### config.mk
export PLATFORM = sky130hd
export DESIGN_NAME = llsc_guard
export DESIGN_NICKNAME = d
export VERILOG_FILES = /design/src/rtl/llsc_pkg.sv /design/src/rtl/llsc_ctrl.sv /design/src/rtl/llsc_datapath.sv /design/src/rtl/llsc_guard.sv
export SDC_FILE = /design/constraint.sdc
export NUM_CORES = 1
export LEC_CHECK = 0
export ABC_AREA = 0
export BUFFER_PORTS_ARGS = -buffer_cell sky130_fd_sc_hd__buf_4
export CELL_PAD_IN_SITES_DETAIL_PLACEMENT = 0
export CELL_PAD_IN_SITES_GLOBAL_PLACEMENT = 1
export CORE_UTILIZATION = 34
export DETAILED_ROUTE_END_ITERATION = 10
export PLACE_DENSITY = 0.85
export SLEW_MARGIN = 20
export SYNTH_ARGS = -nofsm -noshare
export SYNTH_HDL_FRONTEND = slang
export SYNTH_SLANG_ARGS = --single-unit
### constraint.sdc
create_clock -name clk -period 13.6 [get_ports clk]
set_clock_uncertainty 0.2 [all_clocks]
set_input_delay 2.72 -clock clk [delete_from_list [all_inputs] [get_ports clk]]
set_output_delay 2.72 -clock clk [all_outputs]
set_load 0.01 [all_outputs]
### src/rtl/llsc_pkg.sv
package llsc_pkg;

  typedef enum logic {
    ST_IDLE = 1'b0,
    ST_WAIT = 1'b1
  } ctrlState_e;

  // Strobes from control to datapath, all valid for one cycle
  typedef struct packed {
    logic captureReq;  // request accepted: latch its completion attributes
    logic startBus;    // launch a bus cycle
    logic endBus;      // acknowledge seen: drop the bus cycle
    logic setRsv;      // reserved load: record line
    logic clrRsv;      // conditional store: drop reservation
    logic failNow;     // conditional store cancelled
  } ctrlStrobe_t;

endpackage

### src/rtl/llsc_ctrl.sv
module llsc_ctrl
  import llsc_pkg::*;
(
  input  logic        clk,
  input  logic        rst,
  input  logic        reqValid,
  input  logic        reqLoad,
  input  logic        reqReserve,
  input  logic        rsvHit,
  input  logic        busAck,
  output ctrlStrobe_t strobe,
  output logic        stall,
  output logic        cancel
);

  ctrlState_e state;
  logic accept;
  logic isCond;

  assign accept = reqValid && (state == ST_IDLE);
  assign isCond = accept && reqReserve && !reqLoad;
  assign cancel = isCond && !rsvHit;

  always_comb begin
    strobe            = '0;
    strobe.captureReq = accept;
    strobe.startBus   = accept && !cancel;
    strobe.endBus     = (state == ST_WAIT) && busAck;
    strobe.setRsv     = accept && reqReserve && reqLoad;
    strobe.clrRsv     = isCond;
    strobe.failNow    = cancel;
  end

  always_ff @(posedge clk) begin
    if (rst) begin
      state <= ST_IDLE;
    end else begin
      unique case (state)
        ST_IDLE: if (strobe.startBus) state <= ST_WAIT;
        ST_WAIT: if (busAck) state <= ST_IDLE;
        default: state <= ST_IDLE;
      endcase
    end
  end

  assign stall = (state != ST_IDLE);

endmodule

### src/rtl/llsc_datapath.sv
module llsc_datapath
  import llsc_pkg::*;
#(
  parameter int ADDR_W    = 64,
  parameter int DATA_W    = 64,
  parameter int LINE_BITS = 6,
  parameter int CR_FIELDS = 8
) (
  input  logic                   clk,
  input  logic                   rst,
  input  ctrlStrobe_t            strobe,
  input  logic                   reqLoad,
  input  logic                   reqRc,
  input  logic [ADDR_W-1:0]      reqAddr,
  input  logic [DATA_W-1:0]      reqData,
  input  logic [DATA_W/8-1:0]    reqSel,
  input  logic                   soIn,
  output logic                   rsvHit,
  output logic                   busCyc,
  output logic                   busStb,
  output logic                   busWe,
  output logic [ADDR_W-1:0]      busAdr,
  output logic [DATA_W-1:0]      busDat,
  output logic [DATA_W/8-1:0]    busSel,
  output logic                   failPulse,
  output logic                   ackPulse,
  output logic                   doneValid,
  output logic                   doneRc,
  output logic                   doneStored,
  output logic                   crWrEn,
  output logic [CR_FIELDS-1:0]   crMask,
  output logic [3:0]             crNibble
);

  localparam int SEL_W     = DATA_W / 8;
  localparam int WORD_BITS = $clog2(SEL_W);
  localparam int TAG_W     = ADDR_W - LINE_BITS;
  localparam logic [ADDR_W-1:0]    ALIGN_MASK = ~((ADDR_W'(1) << WORD_BITS) - ADDR_W'(1));
  localparam logic [CR_FIELDS-1:0] FIELD0     = CR_FIELDS'(1) << (CR_FIELDS - 1);

  logic             rsvValid;
  logic [TAG_W-1:0] rsvTag;
  logic             pendRc;
  logic             pendStore;

  // Reservation record
  assign rsvHit = rsvValid && (reqAddr[ADDR_W-1:LINE_BITS] == rsvTag);

  always_ff @(posedge clk) begin
    if (rst || strobe.clrRsv) begin
      rsvValid <= 1'b0;
    end else if (strobe.setRsv) begin
      rsvValid <= 1'b1;
      rsvTag   <= reqAddr[ADDR_W-1:LINE_BITS];
    end
  end

  // Bus master registers
  always_ff @(posedge clk) begin
    if (rst) begin
      busCyc <= 1'b0;
      busStb <= 1'b0;
      busWe  <= 1'b0;
    end else if (strobe.startBus) begin
      busCyc <= 1'b1;
      busStb <= 1'b1;
      busWe  <= !reqLoad;
      busAdr <= reqAddr & ALIGN_MASK;
      busDat <= reqData;
      busSel <= reqSel;
    end else if (strobe.endBus) begin
      busCyc <= 1'b0;
      busStb <= 1'b0;
      busWe  <= 1'b0;
    end
  end

  // Completion attributes and one-cycle pulses
  always_ff @(posedge clk) begin
    if (rst) begin
      failPulse <= 1'b0;
      ackPulse  <= 1'b0;
      pendRc    <= 1'b0;
      pendStore <= 1'b0;
    end else begin
      failPulse <= strobe.failNow;
      ackPulse  <= strobe.endBus;
      if (strobe.captureReq) begin
        pendRc    <= reqRc;
        pendStore <= !reqLoad;
      end
    end
  end

  assign doneValid  = failPulse || ackPulse;
  assign doneStored = ackPulse && pendStore;
  assign doneRc     = pendRc && (failPulse || (ackPulse && pendStore));
  assign crWrEn     = doneValid && doneRc;
  assign crMask     = FIELD0;
  assign crNibble   = {2'b00, doneStored, soIn};

endmodule

### src/rtl/llsc_guard.sv
module llsc_guard
  import llsc_pkg::*;
#(
  parameter int ADDR_W    = 64,
  parameter int DATA_W    = 64,
  parameter int LINE_BITS = 6,
  parameter int CR_FIELDS = 8
) (
  input  logic                 clk,
  input  logic                 rst,
  input  logic                 reqValid,
  input  logic                 reqLoad,
  input  logic                 reqReserve,
  input  logic                 reqRc,
  input  logic [ADDR_W-1:0]    reqAddr,
  input  logic [DATA_W-1:0]    reqData,
  input  logic [DATA_W/8-1:0]  reqSel,
  input  logic                 soIn,
  output logic                 stall,
  output logic                 busCyc,
  output logic                 busStb,
  output logic                 busWe,
  output logic [ADDR_W-1:0]    busAdr,
  output logic [DATA_W-1:0]    busDat,
  output logic [DATA_W/8-1:0]  busSel,
  input  logic                 busAck,
  output logic                 doneValid,
  output logic                 doneRc,
  output logic                 doneStored,
  output logic                 crWrEn,
  output logic [CR_FIELDS-1:0] crMask,
  output logic [3:0]           crNibble
);

  ctrlStrobe_t strobe;
  logic rsvHit;
  logic cancel;
  logic failPulse;
  logic ackPulse;

  llsc_ctrl u_ctrl (
    .clk       (clk),
    .rst       (rst),
    .reqValid  (reqValid),
    .reqLoad   (reqLoad),
    .reqReserve(reqReserve),
    .rsvHit    (rsvHit),
    .busAck    (busAck),
    .strobe    (strobe),
    .stall     (stall),
    .cancel    (cancel)
  );

  llsc_datapath #(
    .ADDR_W   (ADDR_W),
    .DATA_W   (DATA_W),
    .LINE_BITS(LINE_BITS),
    .CR_FIELDS(CR_FIELDS)
  ) u_dp (
    .clk       (clk),
    .rst       (rst),
    .strobe    (strobe),
    .reqLoad   (reqLoad),
    .reqRc     (reqRc),
    .reqAddr   (reqAddr),
    .reqData   (reqData),
    .reqSel    (reqSel),
    .soIn      (soIn),
    .rsvHit    (rsvHit),
    .busCyc    (busCyc),
    .busStb    (busStb),
    .busWe     (busWe),
    .busAdr    (busAdr),
    .busDat    (busDat),
    .busSel    (busSel),
    .failPulse (failPulse),
    .ackPulse  (ackPulse),
    .doneValid (doneValid),
    .doneRc    (doneRc),
    .doneStored(doneStored),
    .crWrEn    (crWrEn),
    .crMask    (crMask),
    .crNibble  (crNibble)
  );

endmodule

==> flow_metrics.py, run 1 <==
metrics = {
    "status": {
        "status": "completed",
    },
    "yosys": {
        "synth_fa_ha_area_frac": 0,
        "synthXorXnorAreaFrac": 0.0581,
        "synth-simple-area-share": 0.0399,
        "yosysSeqAreaShare": 0.850,
        "avgSynthCellArea_sq_um": 20.2,
        "synth_edf_count": 191,
        "syn_area_sq_um": 6940,
        "synth-async-reset-ratio": 0,
        "synth_flop_cell": "edfxtp_1",
        "synth_seq_cells": 199,
        "ys_warn_count": 0,
        "synth_top_family_by_area": "XOR/XNOR gates",
        "synthMuxAreaShare": 0,
        "synth_compound_area_frac": 0.0271,
        "syn_inst": 344,
        "synthDistinctLibCells": 37,
    },
    "placed_design": {
        "io_buffers": 281,
        "hpwl_um": 10900,
        "pre_cts_slack_ps": 7300,
        "place.gp.congestion": 0.767,
    },
    "critical_path": {
        "endpoint_kind": "flop",
        "startpoint_type": "input pin",
        "cp.required_ps": 13440,
        "worstPathArrival_ps": 5530,
        "slowest_stage": "buf_4",
        "max_stage_delay_ps": 840,
        "path_class": "input pin to flop",
        "worstPathCellList": "buf_4 -> xnor2_1 -> nand4_1 -> nor4_1 -> nand4_1 -> or3_4 -> a21boi_4 -> buf_4",
        "crit_fanout": 83,
    },
    "final_layout": {
        "areaGrowthSynthToFinish_pct": 42.9,
        "seqCellArea_sq_um": 5900,
        "fill_cells": 1648,
        "multi_input_area_sq_um": 928,
        "final_nets": 784,
        "diodes": 0,
        "drive_gt1_frac": 0.496,
        "utilization": 0.503,
    },
    "sta": {
        "fin_setup_tns_ps": 0,
        "fin_crit_ps": 5690,
        "slew_headroom": 0.310,
        "worst_pin_slew_ps": 1040,
        "rsz0062_at_grt": "no",
        "finalHoldViolations": 0,
        "max_clock_freq_mhz": 176,
        "setup_ws_ps": 7910,
        "fin_crit_sh": 0.418,
        "drv_slew": 0,
        "hold_ws_ps": 270,
        "final-setup-viol-count": 0,
    },
    "grt": {
        "grt_pass1_vias": 4075,
        "grt_overflow": 0,
        "antenna_found_initial": 0,
        "grt_max_degree": 84,
        "grt_pass1_wl_um": 21700,
        "grt.total_usage": 0.141,
    },
    "power": {
        "p_leak_nw": 3.87,
        "power_density_nw_per_um2": 131,
        "peakVddDrop_mv": 0.0676,
    },
    "detailed_routing": {
        "route.detailed.drc": 0,
        "viasPerCell": 4.38,
        "wirelength_um": 14800,
        "ant_nets": 0,
        "num_vias": 4025,
        "first_iter_violations": 228,
        "firstDrtPassIters": 4,
        "wl_per_cell_um": 16.2,
    },
    "floorplanning": {
        "rows": 51,
        "dieArea_sq_um": 21000,
        "coreArea_sq_um": 19700,
        "dieWidth_um": 145,
        "start_util": 0.352,
        "io_pins": 300,
        "die_y_um": 145,
    },
    "clocking": {
        "clk_pin_slew_worst_paths_ps": 70,
        "cts_setup_buffers": 0,
        "cts_buffers": 17,
        "cts_max_path_buffers": 2,
        "root_buffer": "clkbuf_16",
        "cts_resized": 0,
        "clock_sinks": 199,
        "cts_tree": "done",
        "cts-htree-levels": 4,
        "clock_latency_ps": 430,
        "cts.hold.buffers_added": 0,
    },
    "min_path": {
        "min_path_type": "flop to flop",
    },
    "job": {
        "max_cap_viol_count": 0,
    },
}
## logic make-up after synthesis
| family | Yosys count |
|---|---|
| buffers and inverters | 28 |
| and+or+nand+nor | 47 |
| xor gates and xnor gates | 46 |
| AOI/OAI and AO/OA | 22 |
| DFF | 199 |
| other | 2 |
## final timing paths
kind                            cells past startpoint             from  slack [ps]              end
worst max-delay path                                8      reqAddr[57]        7910  u_dp.busDat[26]
worst min-delay path                                2    u_dp.rsvValid         270    u_dp.rsvValid
worst max register to register                      7  u_dp.rsvTag[52]        9910  u_dp.busDat[26]
worst min register to register                      2    u_dp.rsvValid         270    u_dp.rsvValid
## registers in the layout, indices dropped and copies added (netlist names)
signal	count
u_dp.busDat	64
u_dp.busSel	8
u_dp.busWe	1
u_dp.ackPulse	1
u_dp.busAdr	61
u_dp.rsvValid	1
u_dp.failPulse	1
u_dp.pendRc	1
u_dp.rsvTag	58
u_dp.busStb	1
u_ctrl.stall	1
u_dp.pendStore	1
## layer usage
metal  vias up  global-route usage  routed length (um)
li1       1873                   -                   -
met1      1961               0.160                5830
met2       174               0.243                7660
met3        17              0.0484                1110
met4         0              0.0554                 238
met5         -                   0                   0
## cells in the final DEF (no fill, tap or decap), types with 5 or more instances in the layout
cell,n
buf_4,284
edfxtp_1,191
xor2_1,30
clkbuf_16,17
xnor2_1,16
conb_1,13
nor2b_1,10
inv_1,10
nor4_1,9
dfxtp_1,8
nand2_1,7
nand4_1,6
clkinv_4,5
## through the flow
| stage | cells | power (W) | area [sq um] |
|---|---|---|---|
| 2_1_floorplan | 355 | 0.000754 | 6980 |
| 3_3_place_gp | 886 | 0.000811 | 9330 |
| 3_5_place_dp | 886 | 0.000815 | 9330 |
| 4_1_cts | 918 | 0.00131 | 9910 |
| 5_1_grt | 918 | 0.00135 | 9910 |
| 6_report | 918 | 0.00130 | 9910 |
## critical path, delay by kind of cell
kind,cells,cell delay [ps]
AOI/OAI and AO/OA,1,390
buffers and inverters,2,970
and+or+nand+nor,4,1220
xor gates and xnor gates,1,150
## Yosys cell counts (2+ instances only)
master    count  area (sq um)
edfxtp_1    191          5740
xor2_1       30           263
buf_4        16           120
xnor2_1      16           140
inv_1        10          37.5
nor2b_1      10          62.6
nor4_1        9          56.3
dfxtp_1       8           160
nand2_1       7          26.3
nand4_1       6          37.5
a21oi_1       4          20.0
o22ai_1       4          25.0
nor2_1        3          11.3
a31oi_1       2          12.5
clkbuf_1      2          7.51
conb_1        2          7.51
nand2b_1      2          12.5
nand3_1       2          10.0
o21a_1        2          15.0
## cell type report
class                           count  share of cell area
Clock inverter                     15              0.0164
Multi-Input combinational cell    128              0.0937
Tap cell                          265              0.0334
Sequential cell                   199               0.595
Inverter                           10             0.00379
Clock buffer                       17              0.0429
Timing Repair Buffer              284               0.215
## where the power goes
group           total, W  internal [W]  switching, W
Sequential      0.000702      0.000695    0.00000656
Combinational  0.0000976     0.0000520     0.0000456
Clock           0.000499      0.000261      0.000237
Total            0.00130       0.00101      0.000290
Note: power is estimated with default switching activity, not from simulation.
==> run 2: changes to the inputs <==
==> constraint.sdc (replaced) <==
create_clock -name clk -period 4.9 [get_ports clk]
set_clock_uncertainty 0.2 [all_clocks]
set_input_delay 0.98 -clock clk [delete_from_list [all_inputs] [get_ports clk]]
set_output_delay 0.98 -clock clk [all_outputs]
set_load 0.01 [all_outputs]
==> run 2 against run 1 <==
  * Die area unchanged
  * Final cell count up 0.44%
  * Sequential power grew to 2.8 times the previous value
  * Wire length rose by 1.2%
  * Register-to-register slack lost 8300 ps
  * Design area up 0.48%
  * Non-clock buffer count grew 4
  * Clock power grew to 2.7 times the previous value
==> flow_metrics.py, run 2 (same netlist as run 1, synthesis figures left out) <==
metrics = {
    "sta": {
        "final-setup-viol-count": 0,
        "slew_headroom": 0.525,
        "fin_crit_ps": 3520,
        "hold_ws_ps": 254,
        "worst_pin_slew_ps": 712,
        "drv_slew": 0,
        "max_clock_freq_mhz": 284,
        "rsz0062_at_grt": "no",
        "finalHoldViolations": 0,
        "setup_ws_ps": 1380,
        "fin_crit_sh": 0.718,
    },
    "power": {
        "p_leak_nw": 3.88,
        "power_density_nw_per_um2": 357,
        "peakVddDrop_mv": 0.246,
    },
    "detailed_routing": {
        "ant_nets": 0,
        "wirelength_um": 15000,
        "firstDrtPassIters": 4,
        "num_vias": 4014,
        "viasPerCell": 4.35,
        "route.detailed.drc": 0,
        "first_iter_violations": 187,
        "wl_per_cell_um": 16.3,
    },
    "clocking": {
        "clock_latency_ps": 420,
        "cts_buffers": 17,
        "cts.hold.buffers_added": 0,
        "clock_sinks": 199,
        "cts_setup_buffers": 0,
        "cts_max_path_buffers": 2,
        "root_buffer": "clkbuf_16",
        "cts_tree": "done",
        "clk_pin_slew_worst_paths_ps": 70,
        "cts_resized": 0,
        "cts-htree-levels": 4,
    },
    "grt": {
        "grt_overflow": 0,
        "grt.total_usage": 0.141,
        "grt_pass1_vias": 4132,
        "grt_pass1_wl_um": 21700,
        "antenna_found_initial": 0,
        "grt_max_degree": 44,
    },
    "final_layout": {
        "mostFrequentLayoutCell": "buf_4",
        "regMostFlops": "u_dp.busDat",
        "layout_common_cells": "285 x buf_4, 191 x edfxtp_1, 30 x xor2_1, 17 x clkbuf_16, 16 x xnor2_1",
        "largest_register_ffs": 64,
        "diodes": 0,
        "areaGrowthSynthToFinish_pct": 43.6,
        "largestRegisters": "u_dp.busDat (64), u_dp.busAdr (61), u_dp.rsvTag (58)",
        "final_nets": 788,
        "drive_gt1_frac": 0.496,
        "final_design_area_no_fill_sq_um": 9960,
        "fill_cells": 1665,
    },
    "critical_path": {
        "endpoint_kind": "flop",
        "cp.required_ps": 4800,
        "worstPathArrival_ps": 3420,
        "reg2reg_depth": 7,
        "startpoint_type": "input pin",
        "rrSetupSlack_ps": 1660,
        "slowest_stage": "a21boi_4",
        "reg2reg_from": "u_dp.rsvTag[52]",
        "worstPathCellList": "buf_4 -> xnor2_1 -> nand4_1 -> nor4_1 -> nand4_1 -> or3_4 -> a21boi_4 -> buf_12",
        "cpMostUsedCell": "nand4_1",
        "max_stage_delay_ps": 540,
        "crit_fanout": 43,
        "rr_endpoint": "u_dp.busAdr[26]",
        "path_class": "input pin to flop",
    },
    "placed_design": {
        "hpwl_um": 11200,
        "place.gp.congestion": 0.790,
        "pre_cts_slack_ps": 834,
        "io_buffers": 281,
        "postPlaceCellArea_sq_um": 9390,
    },
    "floorplanning": {
        "coreArea_sq_um": 19700,
        "rows": 51,
        "start_util": 0.352,
        "dieWidth_um": 145,
        "die_y_um": 145,
        "io_pins": 300,
        "dieArea_sq_um": 21000,
    },
    "status": {
        "status": "completed",
    },
    "job": {
        "max_cap_viol_count": 0,
    },
    "min_path": {
        "hold_depth": 2,
        "min_to": "u_dp.rsvValid",
        "min_path_type": "flop to flop",
        "hp-start": "u_dp.rsvValid",
    },
}
[run 2: critical path: cells and delay by family]
kind	cells	cell delay, ps
AOI/OAI and AO/OA	1	540
xor gates and xnor gates	1	150
and+or+nand+nor	4	1250
buffers and inverters	2	440
[run 2: report_power, final]
| part | internal [W] | total (W) | switching (W) |
|---|---|---|---|
| clock network | 0.000677 | 0.00133 | 0.000654 |
| registers | 0.00193 | 0.00195 | 0.0000181 |
| logic | 0.000150 | 0.000279 | 0.000129 |
[run 2: final cells by class]
cell class / count / area (sq um) / area share
Timing Repair Buffer: 288 / 2200 / 0.221
Tap cell: 265 / 332 / 0.0333
Clock buffer: 18 / 429 / 0.0431
Clock inverter: 14 / 139 / 0.0139
Multi-Input combinational cell: 128 / 928 / 0.0932
Sequential cell: 199 / 5900 / 0.592
Inverter: 10 / 37.5 / 0.00377
[run 2: through the flow]
step                utilization  total power, W  setup TNS, ps  std cells
floorplan                     -         0.00208         -18770        355
global placement          0.476         0.00226              0        890
detailed placement        0.476         0.00227              0        890
CTS                       0.505         0.00360              0        922
global route              0.505         0.00369              0        922
finish                    0.505         0.00356              0        922
[run 2: how the worst max path moves through the flow]
stage / from / depth (start not counted) / end / slack (ps)
6_report: reqAddr[58] / 8 / u_dp.busAdr[26] / 1380
5_1_grt: reqAddr[58] / 8 / u_dp.busAdr[26] / 1170
4_1_cts: reqAddr[58] / 8 / u_dp.busAdr[29] / 1280
3_5_place_dp: reqAddr[58] / 8 / u_dp.busAdr[11] / 830
3_3_place_gp: reqAddr[55] / 8 / u_dp.busAdr[11] / 890
2_1_floorplan: reqAddr[37] / 6 / u_dp.busAdr[10] / -140
[run 2: routing by layer]
metal	track usage	wire, um	vias up
met4	0.0515	242	0
li1	-	-	1883
met2	0.251	7860	157
met5	0	0	-
met1	0.164	5970	1959
met3	0.0359	931	15
